$ cat src/rtl/bridge_seq_pkg.sv
package bridge_seq_pkg;

  typedef enum logic [2:0] {
    ST_LOCKOUT,
    ST_PRECHARGE,
    ST_DEAD_A,
    ST_DRIVE_A,
    ST_DEAD_B,
    ST_DRIVE_B,
    ST_HOLD,
    ST_FAULT
  } seqState_t;

  // gate vector order: {lowA, highA, lowB, highB}
  localparam logic [3:0] GATE_OFF = 4'b0000;
  localparam logic [3:0] GATE_PRE = 4'b1010;
  localparam logic [3:0] GATE_A   = 4'b1001;
  localparam logic [3:0] GATE_B   = 4'b0110;

  typedef struct packed {
    logic       rampClear;
    logic       rampUp;
    logic       rampDown;
    logic       deadLoad;
    logic [3:0] gateNext;
  } seqStrobe_t;

  typedef struct packed {
    logic hitLowRise;
    logic hitHighRise;
    logic hitLowFall;
    logic deadDone;
  } rampFlags_t;

  function automatic logic [3:0] gatesFor(seqState_t s);
    case (s)
      ST_PRECHARGE, ST_HOLD: gatesFor = GATE_PRE;
      ST_DRIVE_A:            gatesFor = GATE_A;
      ST_DRIVE_B:            gatesFor = GATE_B;
      default:               gatesFor = GATE_OFF;
    endcase
  endfunction

endpackage

$ cat src/rtl/bridge_seq_dp.sv
module bridge_seq_dp
  import bridge_seq_pkg::*;
#(
  parameter int RAMP_FULL = 48,
  parameter int LOW_TH    = 16,
  parameter int HIGH_TH   = 32,
  parameter int DEAD_LONG = 8
) (
  input  logic       clk,
  input  logic       rst_n,
  input  logic       deadShort,
  input  seqStrobe_t strobe,
  output rampFlags_t flags,
  output logic [3:0] gates
);

  localparam int RAMP_W     = $clog2(RAMP_FULL + 1);
  localparam int DEAD_W     = $clog2(DEAD_LONG + 1);
  localparam int DEAD_SHORT = DEAD_LONG / 2;

  localparam logic [RAMP_W-1:0] LOW_RISE  = RAMP_W'(LOW_TH - 1);
  localparam logic [RAMP_W-1:0] HIGH_RISE = RAMP_W'(HIGH_TH - 1);
  localparam logic [RAMP_W-1:0] LOW_FALL  = RAMP_W'(LOW_TH + 1);
  localparam logic [DEAD_W-1:0] LONG_M1   = DEAD_W'(DEAD_LONG - 1);
  localparam logic [DEAD_W-1:0] SHORT_M1  = DEAD_W'(DEAD_SHORT - 1);

  logic [RAMP_W-1:0] rampCnt;
  logic [DEAD_W-1:0] deadCnt;
  logic [3:0]        gateReg;

  // triangle ramp standing in for the timing capacitor
  always_ff @(posedge clk or negedge rst_n) begin
    if (!rst_n)               rampCnt <= '0;
    else if (strobe.rampClear) rampCnt <= '0;
    else if (strobe.rampUp)    rampCnt <= rampCnt + 1'b1;
    else if (strobe.rampDown)  rampCnt <= rampCnt - 1'b1;
  end

  // dead-time down counter, length chosen when a gap starts
  always_ff @(posedge clk or negedge rst_n) begin
    if (!rst_n)              deadCnt <= '0;
    else if (strobe.deadLoad) deadCnt <= deadShort ? SHORT_M1 : LONG_M1;
    else if (deadCnt != '0)   deadCnt <= deadCnt - 1'b1;
  end

  always_ff @(posedge clk or negedge rst_n) begin
    if (!rst_n) gateReg <= GATE_OFF;
    else        gateReg <= strobe.gateNext;
  end

  always_comb begin
    flags.hitLowRise  = (rampCnt == LOW_RISE);
    flags.hitHighRise = (rampCnt == HIGH_RISE);
    flags.hitLowFall  = (rampCnt == LOW_FALL);
    flags.deadDone    = (deadCnt == '0);
  end

  assign gates = gateReg;

endmodule

$ cat src/rtl/bridge_seq_ctrl.sv
module bridge_seq_ctrl
  import bridge_seq_pkg::*;
(
  input  logic       clk,
  input  logic       rst_n,
  input  logic       supplyAboveOn,
  input  logic       supplyBelowOff,
  input  logic       holdReq,
  input  logic       faultIn,
  input  rampFlags_t flags,
  output seqStrobe_t strobe
);

  seqState_t stCur;
  seqState_t stNext;

  always_ff @(posedge clk or negedge rst_n) begin
    if (!rst_n) stCur <= ST_LOCKOUT;
    else        stCur <= stNext;
  end

  always_comb begin
    stNext = stCur;
    if (supplyBelowOff) begin
      stNext = ST_LOCKOUT;
    end else begin
      case (stCur)
        ST_LOCKOUT: begin
          if (supplyAboveOn) begin
            if (faultIn)      stNext = ST_FAULT;
            else if (holdReq) stNext = ST_HOLD;
            else              stNext = ST_PRECHARGE;
          end
        end
        ST_FAULT: stNext = ST_FAULT;
        default: begin
          if (faultIn)      stNext = ST_FAULT;
          else if (holdReq) stNext = ST_HOLD;
          else begin
            case (stCur)
              ST_HOLD:      stNext = ST_PRECHARGE;
              ST_PRECHARGE: if (flags.hitLowRise)  stNext = ST_DEAD_A;
              ST_DEAD_A:    if (flags.deadDone)    stNext = ST_DRIVE_A;
              ST_DRIVE_A:   if (flags.hitHighRise) stNext = ST_DEAD_B;
              ST_DEAD_B:    if (flags.deadDone)    stNext = ST_DRIVE_B;
              ST_DRIVE_B:   if (flags.hitLowFall)  stNext = ST_DEAD_A;
              default:      stNext = stCur;
            endcase
          end
        end
      endcase
    end
  end

  logic rampRising;
  logic rampFalling;

  always_comb begin
    rampRising  = (stCur == ST_PRECHARGE) || (stCur == ST_DEAD_A) || (stCur == ST_DRIVE_A);
    rampFalling = (stCur == ST_DEAD_B) || (stCur == ST_DRIVE_B);

    strobe.rampClear = (stNext == ST_LOCKOUT) || (stNext == ST_HOLD) || (stNext == ST_FAULT) ||
                       ((stNext == ST_PRECHARGE) && (stCur != ST_PRECHARGE));
    strobe.rampUp    = !strobe.rampClear && rampRising;
    strobe.rampDown  = !strobe.rampClear && rampFalling;
    strobe.deadLoad  = ((stNext == ST_DEAD_A) || (stNext == ST_DEAD_B)) && (stNext != stCur);
    strobe.gateNext  = gatesFor(stNext);
  end

endmodule

$ cat src/rtl/bridge_seq.sv
module bridge_seq
  import bridge_seq_pkg::*;
#(
  parameter int RAMP_FULL = 48,
  parameter int LOW_TH    = RAMP_FULL / 3,
  parameter int HIGH_TH   = (2 * RAMP_FULL) / 3,
  parameter int DEAD_LONG = 8
) (
  input  logic clk,
  input  logic rst_n,
  input  logic supplyAboveOn,
  input  logic supplyBelowOff,
  input  logic holdReq,
  input  logic faultIn,
  input  logic deadShort,
  output logic lowA,
  output logic highA,
  output logic lowB,
  output logic highB
);

  seqStrobe_t strobe;
  rampFlags_t flags;
  logic [3:0] gates;

  bridge_seq_ctrl u_ctrl (
    .clk            (clk),
    .rst_n          (rst_n),
    .supplyAboveOn  (supplyAboveOn),
    .supplyBelowOff (supplyBelowOff),
    .holdReq        (holdReq),
    .faultIn        (faultIn),
    .flags          (flags),
    .strobe         (strobe)
  );

  bridge_seq_dp #(
    .RAMP_FULL (RAMP_FULL),
    .LOW_TH    (LOW_TH),
    .HIGH_TH   (HIGH_TH),
    .DEAD_LONG (DEAD_LONG)
  ) u_dp (
    .clk       (clk),
    .rst_n     (rst_n),
    .deadShort (deadShort),
    .strobe    (strobe),
    .flags     (flags),
    .gates     (gates)
  );

  assign {lowA, highA, lowB, highB} = gates;

endmodule

$ cat config.mk
export PLATFORM = sky130hd
export DESIGN_NAME = bridge_seq
export DESIGN_NICKNAME = d
export VERILOG_FILES = /design/src/rtl/bridge_seq_pkg.sv /design/src/rtl/bridge_seq_dp.sv /design/src/rtl/bridge_seq_ctrl.sv /design/src/rtl/bridge_seq.sv
export SDC_FILE = /design/constraint.sdc
export NUM_CORES = 1
export LEC_CHECK = 0
export ABC_AREA = 1
export BUFFER_PORTS_ARGS = -buffer_cell sky130_fd_sc_hd__buf_4
export CORE_ASPECT_RATIO = 1.2
export CORE_MARGIN = 5
export CORE_UTILIZATION = 45
export CTS_CLUSTER_DIAMETER = 30
export CTS_CLUSTER_SIZE = 20
export DETAILED_ROUTE_END_ITERATION = 8
export PLACE_DENSITY_LB_ADDON = 0.25
export SLEW_MARGIN = 20
export SYNTH_ARGS = -nofsm -noshare
export SYNTH_HDL_FRONTEND = slang
export SYNTH_SLANG_ARGS = --single-unit
$ cat constraint.sdc
create_clock -name clk -period 5.3 [get_ports clk]
set_input_delay 0.265 -clock clk [delete_from_list [all_inputs] [get_ports clk]]
set_output_delay 0.265 -clock clk [all_outputs]
set_load 0.05 [all_outputs]
Word-level counts from Yosys, hierarchy flattened
Index checks and enable logic that the tools add are counted.
{"block": "classes", "div": 0, "shifts": 0, "multipliers": 0, "n_addsub": 3, "n_reduce_logical": 19, "mux": 20, "order_cmp": 0, "bitwise_logic": 0, "n_eq_ne": 19}
{"op": "$mux W3", "n": 12}
{"op": "$eq A3 B3 Y1 const B", "n": 8}
{"op": "$mux W6", "n": 3}
{"op": "$pmux W3 S6", "n": 1}
{"op": "$eq A3 B2 Y1 const B", "n": 4}
{"op": "$eq A6 B5 Y1 const B", "n": 2}
{"op": "$pmux W4 S3", "n": 1}
{"op": "$mux W4", "n": 2}
{"op": "$logic_or A1 B1 Y1", "n": 7}
{"op": "$add A6 B1 Y6 const B", "n": 1}
{"op": "$eq A3 B1 Y1 const B", "n": 2}
{"op": "$eq A6 B4 Y1 const B", "n": 1}
{"op": "$logic_not A3 Y1", "n": 2}
{"op": "$pmux W3 S2", "n": 1}
{"op": "$sub A6 B1 Y6 const B", "n": 1}
{"op": "$logic_and A1 B1 Y1", "n": 4}
{"op": "$logic_not A4 Y1", "n": 1}
{"op": "$reduce_bool A4 Y1", "n": 1}
{"op": "$sub A4 B1 Y4 const B", "n": 1}
{"op": "$ne A3 B1 Y1 const B", "n": 1}
{"op": "$ne A3 B3 Y1", "n": 1}
{"op": "$reduce_bool A3 Y1", "n": 1}
{"op": "$reduce_bool A2 Y1", "n": 1}
{"op": "$reduce_or A2 Y1", "n": 1}
{"op": "$logic_not A1 Y1", "n": 1}
{"block": "word_totals", "romBits": 0, "ramBits": 0, "latch_bits": 0, "ff_bits": 17, "n_memories": 0}

Logic depth before layout (Yosys ltp)
{"block": "logic_depth", "word_depth": 16, "depth_mapped": 22, "depth_no_buf": 22}

Modules after synthesis
A second synthesis with hierarchy kept.
{"block": "unflattened", "hier_cells": 172, "area_unflattened_um2": 1241.2}
{"mod": "bridge_seq_dp", "area_per_inst_um2": 774.5, "instances": 1, "cells_each": 91}
{"mod": "bridge_seq_ctrl", "area_per_inst_um2": 466.7, "instances": 1, "cells_each": 81}

Worst setup path after synthesis
OpenSTA, ideal clock, no wires.
{"block": "synth_timing", "path_type": "register to register", "startpoint": "reg u_dp.rampCnt[0]", "endpoint": "reg u_dp.rampCnt[5]", "path_stages_with_launch": 21, "arrival_ns": 2.657, "period_less_slack_ns": 2.778, "setup_slack_ns": 2.522, "t_required_ns": 5.180, "cell_sequence": "dfrtp_1 -> nand2_2 -> nor2_4 -> nand2_2 -> a21boi_2 -> nand3_2 -> nand2_2 -> inv_2 -> nor2_4 -> nand2_1 -> nand2_2 -> nand2_1 -> ha_1 -> a21oi_1 -> nand2_1 -> nand2_1 -> nand2_1 -> a21oi_1 -> xor2_1 -> xor2_1 -> nor2_2"}
{"block": "synth_between", "elab_chain_cells": 15, "elab_cells_between_ends": 28, "classes_between": "add/sub (2); eq/ne (6); mux (11); reduce/logical (9)"}
{"element": "from (decl)", "line": "bridge_seq_dp.sv:27", "source": "logic [RAMP_W-1:0] rampCnt;"}
{"element": "from (signal assigned)", "line": "bridge_seq_dp.sv:35", "source": "else if (strobe.rampUp) rampCnt <= rampCnt + 1'b1;"}
{"element": "from (signal assigned)", "line": "bridge_seq_dp.sv:36", "source": "else if (strobe.rampDown) rampCnt <= rampCnt - 1'b1;"}
{"element": "$eq A6 B5 Y1, or another cell as far along", "line": "bridge_seq_dp.sv:54", "source": "flags.hitLowFall = (rampCnt == LOW_FALL);"}
{"element": "$mux W3, on equally long branches", "line": "bridge_seq_ctrl.sv:46, bridge_seq_ctrl.sv:42, bridge_seq_ctrl.sv:44"}
{"element": "$pmux W3 S6 *", "line": "bridge_seq_ctrl.sv:40", "source": "case (stCur)"}
{"element": "$mux W3 *", "line": "bridge_seq_ctrl.sv:38", "source": "else if (holdReq) stNext = ST_HOLD;"}
{"element": "$mux W3 *", "line": "bridge_seq_ctrl.sv:37", "source": "if (faultIn) stNext = ST_FAULT;"}
{"element": "$pmux W3 S2 *", "line": "bridge_seq_ctrl.sv:27", "source": "case (stCur)"}
{"element": "$mux W3 *", "line": "bridge_seq_ctrl.sv:24", "source": "if (supplyBelowOff) begin"}
{"element": "via u_ctrl.stNext[1]", "line": "bridge_seq_ctrl.sv:15", "source": "seqState_t stNext;"}
{"element": "$eq A3 B3 Y1 / $logic_not A3 Y1 (equally long branches)", "line": "bridge_seq_ctrl.sv:62", "source": "strobe.rampClear = (stNext == ST_LOCKOUT) || (stNext == ST_HOLD) || (stNext == ST_FAULT) ||"}
{"element": "$logic_or A1 B1 Y1 (2 in a row)", "line": "bridge_seq_ctrl.sv:62"}
{"element": "$logic_or A1 B1 Y1 *", "line": "bridge_seq_ctrl.sv:62"}
{"element": "$logic_not A1 Y1", "line": "bridge_seq_ctrl.sv:64, bridge_seq_ctrl.sv:65"}
{"element": "$logic_and A1 B1 Y1", "line": "bridge_seq_ctrl.sv:64", "source": "strobe.rampUp = !strobe.rampClear && rampRising;"}
{"element": "$mux W6", "line": "bridge_seq_dp.sv:35"}
{"element": "$mux W6", "line": "bridge_seq_dp.sv:34", "source": "else if (strobe.rampClear) rampCnt <= '0;"}
Mark *: on every way through the listed nets, which the timed path passes. The rest lies on a longest branch. The select of a mux whose other input is x is not followed.
A chain may end at the register's enable or synchronous reset.

Final worst setup path
{"block": "layout_timing", "startpoint": "reg u_ctrl.stCur[1]", "endpoint": "reg u_dp.rampCnt[5]"}
{"block": "layout_between", "elab_chain_cells": 14, "elab_cells_between_ends": 37, "classes_between": "eq/ne (11); mux (13); reduce/logical (13)"}
{"element": "from (decl)", "line": "bridge_seq_ctrl.sv:14", "source": "seqState_t stCur;"}
{"element": "from (signal assigned)", "line": "bridge_seq_ctrl.sv:19", "source": "else stCur <= stNext;"}
{"element": "$eq A3 B3 Y1, or another cell as far along", "line": "bridge_seq_ctrl.sv:40, bridge_seq_ctrl.sv:60"}
{"element": "$pmux W3 S6", "line": "bridge_seq_ctrl.sv:40"}
{"element": "$mux W3", "line": "bridge_seq_ctrl.sv:38"}
{"element": "$mux W3", "line": "bridge_seq_ctrl.sv:37"}
{"element": "$pmux W3 S2", "line": "bridge_seq_ctrl.sv:27"}
{"element": "$mux W3", "line": "bridge_seq_ctrl.sv:24"}
{"element": "$eq A3 B3 Y1 / $logic_not A3 Y1 (equally long branches)", "line": "bridge_seq_ctrl.sv:62"}
{"element": "$logic_or A1 B1 Y1 (3 in a row)", "line": "bridge_seq_ctrl.sv:62"}
{"element": "$logic_not A1 Y1", "line": "bridge_seq_ctrl.sv:64, bridge_seq_ctrl.sv:65"}
{"element": "$logic_and A1 B1 Y1", "line": "bridge_seq_ctrl.sv:64"}
{"element": "$mux W6", "line": "bridge_seq_dp.sv:35"}
{"element": "$mux W6", "line": "bridge_seq_dp.sv:34"}
Several ways; a longest one is shown, not always the timed one.

==> impl_metrics.prom <==
# TYPE chip_impl_metric gauge
chip_impl_metric{name="clock_path_buffers",unit=""} 2
chip_impl_metric{name="syn_inst",unit=""} 175
chip_impl_metric{name="design.portCount",unit=""} 11
chip_impl_info{name="clock_tree_from_tritoncts",value="done"} 1
chip_impl_metric{name="cp_num_buf_inv",unit=""} 0
chip_impl_metric{name="detail-route-antenna-nets",unit=""} 0
chip_impl_metric{name="area_of_the_multi_input_gates",unit="um2"} 728
chip_impl_info{name="cp-start-kind",value="register"} 1
chip_impl_metric{name="core_footprint",unit="mm2"} 0.00276
chip_impl_metric{name="fin_total_pwr",unit="mW"} 0.478
chip_impl_metric{name="timing.setup.tns",unit="ns"} 0
chip_impl_metric{name="grt_first_pass_wirelength",unit="um"} 4440
chip_impl_info{name="clk_tree_root_cell",value="sky130_fd_sc_hd__clkbuf_4"} 1
chip_impl_info{name="outcome",value="finished clean"} 1
chip_impl_metric{name="wl_met2",unit="um"} 1350
chip_impl_info{name="synthMostInstantiatedCell",value="sky130_fd_sc_hd__nand2_1"} 1
chip_impl_info{name="synth_top_cells_by_area",value="sky130_fd_sc_hd__dfrtp_1 (34%), sky130_fd_sc_hd__nand2_1 (12%), sky130_fd_sc_hd__nand3_1 (7.5%), sky130_fd_sc_hd__inv_1 (5.9%), sky130_fd_sc_hd__nor2_2 (5.9%)"} 1
chip_impl_metric{name="critPathArrivalTime",unit="ns"} 3.31
chip_impl_metric{name="place.detailed.hpwl",unit="um"} 2080
chip_impl_metric{name="post_cts_resize_count",unit=""} 0
chip_impl_metric{name="power.density",unit="mW/mm2"} 337
chip_impl_metric{name="io_buffers",unit=""} 10
chip_impl_metric{name="hold_viol_final",unit=""} 0
chip_impl_info{name="worst_setup_path_end_kind",value="register"} 1
chip_impl_metric{name="grt_usage",unit="%"} 14.4
chip_impl_info{name="crit_type",value="register to register"} 1
chip_impl_metric{name="tritoncts_num_sinks",unit=""} 17
chip_impl_metric{name="drt_iter0_drc",unit=""} 78
chip_impl_metric{name="postSynthRegisterBits",unit=""} 17
chip_impl_metric{name="iteration_count_of_the_initial_detailed_routing_pass",unit=""} 4
chip_impl_metric{name="place.gp.congestion",unit=""} 0.845
chip_impl_metric{name="ff_latch_area",unit="um2"} 425
chip_impl_metric{name="worst_clock_skew",unit="ns"} 0.00267
chip_impl_info{name="grt_setup_unrepaired",value="false"} 1
chip_impl_metric{name="syn_avg_cell_area",unit="um2"} 7.24
chip_impl_metric{name="drt-wirelength-per-cell",unit="um"} 11.5
chip_impl_info{name="ys_top_cells_by_count",value="sky130_fd_sc_hd__nand2_1 (42), sky130_fd_sc_hd__inv_1 (20), sky130_fd_sc_hd__nand3_1 (19)"} 1
chip_impl_metric{name="cts_htree_levels",unit=""} 1
chip_impl_info{name="synth_ff_type",value="sky130_fd_sc_hd__dfrtp_1"} 1
chip_impl_metric{name="design.die.area",unit="mm2"} 0.00398
chip_impl_metric{name="antenna_found_initial",unit=""} 0
chip_impl_metric{name="dieHeight",unit="um"} 68.1
chip_impl_info{name="critPathSlowestCell",value="sky130_fd_sc_hd__dfrtp_1"} 1
chip_impl_metric{name="wl_met3",unit="um"} 118
chip_impl_metric{name="synth_edf_count",unit=""} 0
chip_impl_metric{name="horizontal_die_dimension",unit="um"} 58.4
chip_impl_metric{name="crit_path_max_incr_delay",unit="ns"} 0.48
chip_impl_metric{name="grt_max_degree",unit=""} 18
chip_impl_metric{name="netlist-cell-type-count",unit=""} 28
chip_impl_metric{name="seq_area_frac_synth",unit="%"} 33.6
chip_impl_metric{name="layout_worst_path_cycle_share",unit="%"} 58.8
chip_impl_metric{name="overflow",unit=""} 0
chip_impl_metric{name="wirelength_met1",unit="um"} 1050
chip_impl_info{name="hp-class",value="primary input to register"} 1
chip_impl_metric{name="worstPathMaxFanout",unit=""} 7
chip_impl_metric{name="cts.reportedPaths.clkPinSlew",unit="ns"} 0.11
chip_impl_metric{name="critPathRequiredTime",unit="ns"} 5.50
chip_impl_info{name="post-synth-top-area-cell",value="sky130_fd_sc_hd__dfrtp_1"} 1
chip_impl_metric{name="syn_to_final_growth",unit="%"} 12.1
chip_impl_metric{name="nNetsFinal",unit=""} 203
chip_impl_metric{name="drv_slew",unit=""} 0
chip_impl_metric{name="totalWireLength",unit="um"} 2560
chip_impl_info{name="most_frequent_cp_cell",value="sky130_fd_sc_hd__nand2_1"} 1
chip_impl_metric{name="cts_buf_count",unit=""} 3
chip_impl_metric{name="initial_utilization",unit="%"} 45.9
chip_impl_info{name="timing.critical_path.max_delay_family",value="simple AND/OR/NAND/NOR gates"} 1
chip_impl_metric{name="row_count",unit=""} 21
chip_impl_metric{name="postSynthNetCount",unit=""} 188
chip_impl_metric{name="p_leak",unit="nW"} 0.734
chip_impl_metric{name="synth-async-reset-ratio",unit="%"} 100
chip_impl_metric{name="ir_worst_vdd",unit="mV"} 0.179
chip_impl_metric{name="synth.cell_area",unit="mm2"} 0.00127
chip_impl_info{name="cells_along_the_critical_path",value="nor2_2 -> nand2_1 -> nand2_1 -> nand2_1 -> nand3_1 -> o21ai_1 -> nand2_1 -> nand2_4 -> nor2_4 -> nand2_1 -> nand2_2 -> nand2_1 -> ha_1 -> a21oi_1 -> nand2_1 -> nand2_1 -> nand2_1 -> a21oi_1 -> xor2_1 -> xor2_1 -> nor2_2"} 1
chip_impl_metric{name="post_route_cells_drive_above_1_share",unit="%"} 27.0
chip_impl_metric{name="worst_slew_pin_slew",unit="ns"} 0.331
chip_impl_metric{name="drt_drc_violations_left",unit=""} 0
chip_impl_metric{name="minimum_period_implied_by_the_final_worst_setup_slack",unit="ns"} 3.11
chip_impl_info{name="routed.top_layer",value="met4"} 1
chip_impl_metric{name="worst_slew_margin_rel",unit="%"} 77.8
chip_impl_metric{name="synth.top_cell.area_share",unit="%"} 33.6
chip_impl_metric{name="clk-insertion-delay-late",unit="ns"} 0.30
chip_impl_metric{name="number_of_global_route_vias_before_repair",unit=""} 1095
chip_impl_metric{name="routed_via_density",unit=""} 5.10
chip_impl_metric{name="synth_warnings",unit=""} 0
chip_impl_metric{name="timing.fmax",unit="GHz"} 0.321
chip_impl_metric{name="finalSetupViolCount",unit=""} 0
chip_impl_metric{name="via_count",unit=""} 1138
chip_impl_metric{name="fillcell_total",unit=""} 277
chip_impl_metric{name="max-cap-violations",unit=""} 0
chip_impl_metric{name="count_of_antenna_diodes_in_the_layout",unit=""} 0
## power breakdown
part	switching (mW)	internal (mW)
logic	0.137	0.0842
registers	0.0259	0.158
clock network	0.0442	0.0287
total	0.207	0.271
## final cells by class
type                            count  area share, %
Clock buffer                        3           1.59
Clock inverter                      1          0.529
Inverter                           28           7.58
Multi-Input combinational cell    129           51.3
Sequential cell                    17           30.0
Tap cell                           34           3.00
Timing Repair Buffer               11           6.00
## metrics by stage
stage	hold slack, ns	utilization, %	area [um2]	setup WS (ns)	instances
final	0.258	51.4	1420	2.19	223
after global placement	0.139	50.0	1380	2.28	218
after CTS	0.246	51.4	1420	2.18	223
after floorplan	-0.0306	-	1270	2.52	175
after global routing	0.260	51.4	1420	1.84	223
after detailed placement	0.141	50.0	1380	2.20	218
## cell families (layout without fill, tap and decap cells)
logic type                 count (synthesis)  after routing  synth area share, %
AOI/OAI and AO/OA                         15             15                 7.21
xor gates and xnor gates                   4              4                 2.77
adders and majority gates                  6              6                 6.52
buffers and inverters                     29             43                 8.89
DFF                                       17             17                 33.6
and+or+nand+nor                          104            104                 41.0
## path summary, 6_finish.rpt
check                                startpoint               to  slack [ns]  depth (start not counted)
worst min-delay path                  deadShort  u_dp.deadCnt[2]        0.26                          4
worst max register to register  u_ctrl.stCur[1]  u_dp.rampCnt[5]        2.19                         21
worst min register to register  u_dp.deadCnt[0]  u_dp.deadCnt[0]        0.52                          2
min in group asynchronous                 rst_n  u_dp.deadCnt[3]        0.35                          2
max in group asynchronous                 rst_n  u_dp.rampCnt[3]        4.76                          2
worst max-delay path            u_ctrl.stCur[1]  u_dp.rampCnt[5]        2.19                         21
## metal layers
metal	track usage, %	vias up
li1	-	579
met1	15.4	517
met2	27.7	35
met3	2.08	7
met4	6.38	0
met5	0	-
## registers in the layout (all words and copies together), names as in the netlist
signal	flops
u_ctrl.stCur	3
u_dp.deadCnt	4
u_dp.gates	4
u_dp.rampCnt	6
## cell usage in the layout (no fill, tap or decap), types with 2 or more instances in the layout
| cell | instances |
|---|---|
| sky130_fd_sc_hd__nand2_1 | 42 |
| sky130_fd_sc_hd__inv_1 | 20 |
| sky130_fd_sc_hd__nand3_1 | 19 |
| sky130_fd_sc_hd__dfrtp_1 | 17 |
| sky130_fd_sc_hd__nor2_1 | 14 |
| sky130_fd_sc_hd__nor2_2 | 12 |
| sky130_fd_sc_hd__buf_4 | 10 |
| sky130_fd_sc_hd__nand2_2 | 7 |
| sky130_fd_sc_hd__inv_2 | 7 |
| sky130_fd_sc_hd__a21oi_1 | 6 |
| sky130_fd_sc_hd__ha_1 | 5 |
| sky130_fd_sc_hd__nor2_4 | 3 |
| sky130_fd_sc_hd__nand3_2 | 3 |
| sky130_fd_sc_hd__o21ai_0 | 3 |
| sky130_fd_sc_hd__clkbuf_4 | 3 |
| sky130_fd_sc_hd__xor2_1 | 2 |
| sky130_fd_sc_hd__xnor2_1 | 2 |
## worst reg2reg max path: cells and delay by family (launching register included)
family,cells,cell delay (ns)
xor+xnor,2,0.39
flops,1,0.48
simple gates,15,1.37
fa+ha+maj,1,0.37
compound gates,3,0.39
## timing repair
item | CTS | global route
buffers inserted | 0 | 0
hold buffers | 1 | 0
endpoints found under the hold margin | 17 | 0
No activity file was read; power rests on OpenSTA's default activity.
